File: src/rtl/tic_pkg.sv
package tic_pkg;

    localparam int CMP_CNT_DEF = 4;
    localparam int REG_W_DEF   = 8;

    typedef enum logic [1:0] {
        ADR_STATUS = 2'd0,
        ADR_ENABLE = 2'd1,
        ADR_CTRL   = 2'd2,
        ADR_SPARE  = 2'd3
    } reg_sel_e;

    // Control word: request in bit 0, mask in bit 1, priority in bits 3:2
    typedef struct packed {
        logic [1:0] prio;
        logic       mask;
        logic       req;
    } ctrl_t;

    localparam int CTRL_W = $bits(ctrl_t);

    function automatic logic write_hits(input logic wr, input logic [1:0] adr,
                                        input reg_sel_e sel);
        return wr && (reg_sel_e'(adr) == sel);
    endfunction

endpackage

File: src/rtl/tic_status_reg.sv
module tic_status_reg #(
    parameter int SRC_N = 6
) (
    input  logic             clk,
    input  logic             rst,
    input  logic [SRC_N-1:0] set_i,
    input  logic [SRC_N-1:0] clr_i,
    output logic [SRC_N-1:0] flag_o
);
    // One sticky flag per source; a hardware set beats a software clear
    generate
        for (genvar k = 0; k < SRC_N; k++) begin : g_flag
            always_ff @(posedge clk) begin
                if (rst) begin
                    flag_o[k] <= 1'b0;
                end else if (set_i[k]) begin
                    flag_o[k] <= 1'b1;
                end else if (clr_i[k]) begin
                    flag_o[k] <= 1'b0;
                end
            end
        end
    endgenerate
endmodule

File: src/rtl/tic_enable_reg.sv
module tic_enable_reg #(
    parameter int EN_N = 5
) (
    input  logic            clk,
    input  logic            rst,
    input  logic            wr_i,
    input  logic [EN_N-1:0] data_i,
    output logic [EN_N-1:0] en_o
);
    always_ff @(posedge clk) begin
        if (rst) begin
            en_o <= '0;
        end else if (wr_i) begin
            en_o <= data_i;
        end
    end
endmodule

File: src/rtl/tic_source_gate.sv
module tic_source_gate #(
    parameter int CMP_N = 4
) (
    input  logic [CMP_N+1:0] flag_i,
    input  logic [CMP_N:0]   en_i,
    output logic             any_o
);
    localparam int SRC_N = CMP_N + 2;

    logic [SRC_N-1:0] hit;

    // Compare sources use their own enable; both counter sources share the top enable
    generate
        for (genvar k = 0; k < SRC_N; k++) begin : g_src
            if (k < CMP_N) begin : g_cmp
                assign hit[k] = flag_i[k] & en_i[k];
            end else begin : g_cnt
                assign hit[k] = flag_i[k] & en_i[CMP_N];
            end
        end
    endgenerate

    assign any_o = |hit;
endmodule

File: src/rtl/tic_req_latch.sv
module tic_req_latch (
    input  logic clk,
    input  logic rst,
    input  logic cond_i,
    input  logic ack_i,
    input  logic sw_clr_i,
    output logic req_o
);
    logic cond_d;

    always_ff @(posedge clk) begin
        if (rst) begin
            cond_d <= 1'b0;
            req_o  <= 1'b0;
        end else begin
            cond_d <= cond_i;
            if (cond_i && !cond_d) begin
                req_o <= 1'b1;
            end else if (ack_i || sw_clr_i) begin
                req_o <= 1'b0;
            end
        end
    end
endmodule

File: src/rtl/tmr_irq_combiner.sv
module tmr_irq_combiner
    import tic_pkg::*;
#(
    parameter int CMP_N = CMP_CNT_DEF,
    parameter int REG_W = REG_W_DEF
) (
    input  logic             clk,
    input  logic             rst,
    input  logic             reg_wr,
    input  logic [1:0]       reg_adr,
    input  logic [REG_W-1:0] reg_wdata,
    output logic [REG_W-1:0] reg_rdata,
    input  logic [CMP_N+1:0] evt_strobe,
    input  logic             irq_ack,
    output logic             irq_out,
    output logic [1:0]       irq_prio
);
    localparam int SRC_N = CMP_N + 2;
    localparam int EN_N  = CMP_N + 1;

    logic             wr_stat;
    logic             wr_en;
    logic             wr_ctrl;
    logic [SRC_N-1:0] stat_bits;
    logic [SRC_N-1:0] stat_clr;
    logic [EN_N-1:0]  en_bits;
    logic             any_hit;
    logic             req_flag;
    logic             mask_flag;
    logic [1:0]       prio_q;
    ctrl_t            ctrl_wr;
    ctrl_t            ctrl_view;
    logic             wdata_unused;

    assign wr_stat = write_hits(reg_wr, reg_adr, ADR_STATUS);
    assign wr_en   = write_hits(reg_wr, reg_adr, ADR_ENABLE);
    assign wr_ctrl = write_hits(reg_wr, reg_adr, ADR_CTRL);

    assign ctrl_wr      = ctrl_t'(reg_wdata[CTRL_W-1:0]);
    assign stat_clr     = wr_stat ? ~reg_wdata[SRC_N-1:0] : '0;
    assign wdata_unused = ^reg_wdata;

    tic_status_reg #(.SRC_N(SRC_N)) u_status (
        .clk    (clk),
        .rst    (rst),
        .set_i  (evt_strobe),
        .clr_i  (stat_clr),
        .flag_o (stat_bits)
    );

    tic_enable_reg #(.EN_N(EN_N)) u_enable (
        .clk    (clk),
        .rst    (rst),
        .wr_i   (wr_en),
        .data_i (reg_wdata[EN_N-1:0]),
        .en_o   (en_bits)
    );

    tic_source_gate #(.CMP_N(CMP_N)) u_gate (
        .flag_i (stat_bits),
        .en_i   (en_bits),
        .any_o  (any_hit)
    );

    tic_req_latch u_req (
        .clk      (clk),
        .rst      (rst),
        .cond_i   (any_hit),
        .ack_i    (irq_ack),
        .sw_clr_i (wr_ctrl && !ctrl_wr.req),
        .req_o    (req_flag)
    );

    always_ff @(posedge clk) begin
        if (rst) begin
            mask_flag <= 1'b1;
            prio_q    <= 2'b00;
        end else if (wr_ctrl) begin
            mask_flag <= ctrl_wr.mask;
            prio_q    <= ctrl_wr.prio;
        end
    end

    always_comb begin
        ctrl_view.req  = req_flag;
        ctrl_view.mask = mask_flag;
        ctrl_view.prio = prio_q;
    end

    always_comb begin
        reg_rdata = '0;
        case (reg_sel_e'(reg_adr))
            ADR_STATUS: reg_rdata[SRC_N-1:0]  = stat_bits;
            ADR_ENABLE: reg_rdata[EN_N-1:0]   = en_bits;
            ADR_CTRL:   reg_rdata[CTRL_W-1:0] = ctrl_view;
            default:    reg_rdata = '0;
        endcase
    end

    assign irq_out  = req_flag & ~mask_flag;
    assign irq_prio = prio_q;

endmodule

File: config.mk
export PLATFORM = sky130hd
export DESIGN_NAME = tmr_irq_combiner
export DESIGN_NICKNAME = d
export VERILOG_FILES = /design/src/rtl/tic_pkg.sv /design/src/rtl/tic_status_reg.sv /design/src/rtl/tic_enable_reg.sv /design/src/rtl/tic_source_gate.sv /design/src/rtl/tic_req_latch.sv /design/src/rtl/tmr_irq_combiner.sv
export SDC_FILE = /design/constraint.sdc
export NUM_CORES = 1
export LEC_CHECK = 0
export BUFFER_PORTS_ARGS = -buffer_cell sky130_fd_sc_hd__buf_4
export CORE_UTILIZATION = 48
export DETAILED_ROUTE_END_ITERATION = 16
export HOLD_SLACK_MARGIN = 0.03
export PLACE_DENSITY_LB_ADDON = 0.3
export SLEW_MARGIN = 20
export SYNTH_ARGS = -nofsm -noshare
export SYNTH_HDL_FRONTEND = slang
export SYNTH_HIERARCHICAL = 1
export SYNTH_SLANG_ARGS = --single-unit
export TNS_END_PERCENT = 20
File: constraint.sdc
create_clock -name clk -period 1.3 [get_ports clk]
set_input_delay 0.13 -clock clk [delete_from_list [all_inputs] [get_ports clk]]
set_output_delay 0.13 -clock clk [all_outputs]
set_load 0.01 [all_outputs]
==> report_table.html <==
<table>
<tr><th>Metric</th><th>Value</th></tr>
<tr><th colspan="2">Synth</th></tr>
<tr><td>Count of distinct cell types in the synthesized netlist</td><td>24</td></tr>
<tr><td>Mean instance size in the synthesized netlist</td><td>9.56 um^2</td></tr>
<tr><td>Part of the Yosys area used for sequential elements</td><td>36.8%</td></tr>
<tr><td>Cell area after technology mapping</td><td>870 um^2</td></tr>
<tr><td>Number of instances in the synthesized netlist</td><td>91</td></tr>
<tr><td>Yosys warning total</td><td>6</td></tr>
<tr><td>Register bit count reported by yosys</td><td>16</td></tr>
<tr><th colspan="2">Routing</th></tr>
<tr><td>Detailed-route wire length</td><td>1690 um</td></tr>
<tr><td>Detailed router's first-iteration violation count</td><td>11</td></tr>
<tr><td>Routed via count divided by cell count</td><td>5.09</td></tr>
<tr><td>Routed Antenna Nets</td><td>0</td></tr>
<tr><td>Via count</td><td>712</td></tr>
<tr><td>First-pass iteration count of the detailed router</td><td>4</td></tr>
<tr><td>DR WL/cell</td><td>12.0 um</td></tr>
<tr><td>Detailed-route DRC error count</td><td>0</td></tr>
<tr><th colspan="2">Run status</th></tr>
<tr><td>Outcome</td><td>finished clean</td></tr>
<tr><th colspan="2">Timing</th></tr>
<tr><td>Unrepaired setup endpoints after global routing</td><td>no</td></tr>
<tr><td>Hold Vio Cnt, Final</td><td>0</td></tr>
<tr><td>Final number of max-transition violations</td><td>0</td></tr>
<tr><td>Shortest period the worst path allows</td><td>1.22 ns</td></tr>
<tr><td>Setup-violating endpoint count in the final report</td><td>0</td></tr>
<tr><td>Setup WS post-layout</td><td>0.0806 ns</td></tr>
<tr><td>Period utilisation layout</td><td>93.8%</td></tr>
<tr><td>Worst setup skew after layout</td><td>0.00507 ns</td></tr>
<tr><td>Setup tns final</td><td>0 ns</td></tr>
<tr><td>Highest clock frequency the design can meet</td><td>820 MHz</td></tr>
<tr><th colspan="2">Floorplan</th></tr>
<tr><td>Floorplan die height</td><td>44.6 um</td></tr>
<tr><td>Core Rows</td><td>15</td></tr>
<tr><td>Core ar.</td><td>0.00171 mm^2</td></tr>
<tr><td>Horizontal die dimension</td><td>44.6 um</td></tr>
<tr><td>Die outline area</td><td>0.00199 mm^2</td></tr>
<tr><td>IO Count</td><td>31</td></tr>
<tr><td>Initial core utilization</td><td>50.9%</td></tr>
<tr><th colspan="2">Pwr</th></tr>
<tr><td>Power per cell area</td><td>907 mW/mm^2</td></tr>
<tr><td>Switching Power</td><td>0.250 mW</td></tr>
<tr><td>Proportion of power drawn by combinational gates</td><td>18.6%</td></tr>
<tr><td>Portion of total power attributed to sequential cells</td><td>55.3%</td></tr>
<tr><td>Power share of the clock group</td><td>26.1%</td></tr>
<tr><td>Int Power</td><td>0.727 mW</td></tr>
<tr><td>Worst IR Drop VDD</td><td>0.533 mV</td></tr>
<tr><td>Leakage power figure</td><td>0.475 nW</td></tr>
<tr><td>Overall power consumption</td><td>0.977 mW</td></tr>
<tr><td>Switching power as a share of total power</td><td>25.6%</td></tr>
<tr><th colspan="2">Global routing</th></tr>
<tr><td>Aggregate global routing overflow</td><td>0</td></tr>
<tr><td>Maximum number of pins on one net before global-route repair</td><td>20</td></tr>
<tr><td>Vias in the first global route</td><td>658</td></tr>
<tr><td>Global-route wire length before repair</td><td>2880 um</td></tr>
<tr><td>Global-route usage over all layers</td><td>19.7%</td></tr>
<tr><td>Initial antenna violation count</td><td>0</td></tr>
<tr><th colspan="2">Worst hold path</th></tr>
<tr><td>Hold path cells</td><td>3</td></tr>
<tr><td>Type of the most critical hold path</td><td>input pin to register</td></tr>
<tr><th colspan="2">Clocking</th></tr>
<tr><td>Later-pin clock latency in the skew report</td><td>0.28 ns</td></tr>
<tr><td>Number of clock sinks</td><td>16</td></tr>
<tr><td>Maximum level of the CTS H-tree</td><td>1</td></tr>
<tr><td>Buffer levels on the longest clock path</td><td>2</td></tr>
<tr><td>Number of clock buffers inserted by TritonCTS</td><td>3</td></tr>
<tr><td>TritonCTS clock tree</td><td>built</td></tr>
<tr><td>Clock-pin slew of the registers on the worst-case setup and hold paths</td><td>0.09 ns</td></tr>
<tr><td>Root buf cell</td><td>sky130_fd_sc_hd__clkbuf_4</td></tr>
<tr><th colspan="2">Finish</th></tr>
<tr><td>Post-layout utilization of the core</td><td>63.1%</td></tr>
<tr><td>Most frequent cells in the layout</td><td>sky130_fd_sc_hd__buf_4, sky130_fd_sc_hd__dfxtp_1, sky130_fd_sc_hd__mux2i_1, sky130_fd_sc_hd__nor2_1, sky130_fd_sc_hd__a21oi_1</td></tr>
<tr><td>Area of all sequential standard cells</td><td>322 um^2</td></tr>
<tr><td>Final net count</td><td>137</td></tr>
<tr><td>Multi-input gate area in the final layout</td><td>484 um^2</td></tr>
<tr><td>Area growth, synth to finish</td><td>23.9%</td></tr>
<tr><td>Number of diodes</td><td>0</td></tr>
<tr><td>Total of fill cells in the finished design</td><td>155</td></tr>
<tr><td>Ratio of cells with drive above 1 in the final layout</td><td>34.8%</td></tr>
<tr><td>Most frequent standard cell in the layout excluding fill and tap cells</td><td>sky130_fd_sc_hd__buf_4</td></tr>
<tr><th colspan="2">Worst setup path</th></tr>
<tr><td>Kind of end point of the critical path</td><td>output pin</td></tr>
<tr><td>WP data arrival</td><td>1.09 ns</td></tr>
<tr><td>Maximum fanout count along the critical path</td><td>3</td></tr>
<tr><td>Largest stage delay on the critical path</td><td>0.42 ns</td></tr>
<tr><td>Required @ worst endpoint</td><td>1.17 ns</td></tr>
<tr><td>Length in cells of the worst reg-to-reg path</td><td>4</td></tr>
<tr><td>Startpoint type of the worst setup path</td><td>register</td></tr>
<tr><td>CP Class</td><td>register to output pin</td></tr>
<tr><td>Worst-path cell with the longest stage delay</td><td>sky130_fd_sc_hd__dfxtp_1</td></tr>
<tr><td>Cell chain of the critical path</td><td>mux2i_1 &gt; o2bb2ai_1 &gt; buf_4</td></tr>
<tr><th colspan="2">Placement</th></tr>
<tr><td>HPWL after DPL</td><td>1230 um</td></tr>
<tr><td>RePlAce Congestion</td><td>0.713</td></tr>
<tr><td>IO buf count</td><td>26</td></tr>
<tr><td>Worst setup slack after placement</td><td>0.154 ns</td></tr>
<tr><th colspan="2">Job</th></tr>
<tr><td>Max-cap violations</td><td>0</td></tr>
</table>
[flip-flops by register name (all words and copies together) (netlist names)]
signal and flops:
irq_prio 2, mask_flag 1, u_enable/en_o 5, u_req/cond_d 1, u_req/req_o 1, u_status/flag_o 6
[metal layers]
metal / track usage [%] / up-vias / share of wire, %
met1: 23.7 / 338 / 44
met4: 5.45 / 0 / 0.71
met3: 6.12 / 2 / 5.3
li1: - / 351 / -
met2: 33.8 / 21 / 50
met5: 0 / - / 0
[per-stage QoR]
stage	hold WS, ns	cell area, um^2	cells
2_1_floorplan	0.199	873	92
3_3_place_gp	0.363	1050	137
3_5_place_dp	0.375	1050	137
4_1_cts	0.0721	1080	140
5_1_grt	0.0847	1080	140
6_report	0.0798	1080	140
[Yosys cell counts, drive strengths merged]
| library cell | number | share of area [%] |
|---|---|---|
| dfxtp | 16 | 37 |
| mux2i | 13 | 15 |
| nor2 | 13 | 5.6 |
| nand2b | 11 | 13 |
| a21oi | 7 | 4.0 |
| buf | 6 | 5.3 |
| inv | 6 | 2.6 |
| o2bb2ai | 4 | 4.0 |
| nor2b | 3 | 2.4 |
| a22oi | 2 | 1.7 |
| and3b | 2 | 2.2 |
| or3b | 2 | 2.3 |
| and4bb | 1 | 1.4 |
| conb | 1 | 0.43 |
| nand3 | 1 | 0.57 |
| nor3b | 1 | 0.86 |
| nor4b | 1 | 1.0 |
| o21ai | 1 | 0.57 |
[critical path: cells and delay by family (launching register included)]
kind | cells | cell delay, ns
buffers and inverters | 1 | 0.14
DFF | 1 | 0.42
AOI/OAI and AO/OA | 1 | 0.15
muxes | 1 | 0.09
[final cells by class]
cell class	count	area share [%]
clock buffer	3	2.09
inverter	6	2.09
tap	25	2.90
sequential	16	29.8
timing repair buffer	26	18.1
multi-input combinational	64	44.9
[kinds of logic (layout without fill, tap and decap cells)]
logic type             count (synthesis)  after routing  synth area share (%)
AO/OA/AOI/OAI                         14             14                  10.4
buffers and inverters                 12             35                  7.91
AND/OR/NAND/NOR                       35             35                  29.5
multiplexers                          13             13                  15.0
flip-flops                            16             16                  36.8
other                                  1              2                 0.431
[final timing paths]
path                                   start                               to  slack [ns]
min reg2reg  u_status/flag_o[1]$_SDFFE_PP0P_  u_status/flag_o[1]$_SDFFE_PP0P_        0.49
max          u_status/flag_o[0]$_SDFFE_PP0P_                     reg_rdata[0]        0.08
min                            evt_strobe[1]  u_status/flag_o[1]$_SDFFE_PP0P_        0.08
max reg2reg  u_status/flag_o[0]$_SDFFE_PP0P_         u_req/req_o$_SDFFE_PP0P_        0.31
[power by group through the flow]
stage	combinational (mW)	clock, mW	sequential [mW]
2_1_floorplan	0.109	0	0.547
3_3_place_gp	0.177	0	0.550
5_1_grt	0.201	0.281	0.544
4_1_cts	0.182	0.268	0.540
3_5_place_dp	0.181	0	0.552
6_report	0.181	0.255	0.540
[timing repair]
| action | in CTS | in global routing |
|---|---|---|
| endpoints found under the setup margin | 0 | 1 |
| hold buffers | 0 | 0 |
| setup buffers | 0 | 0 |
| resized for setup | 0 | 1 |
Power figures use the tool's default switching activity.
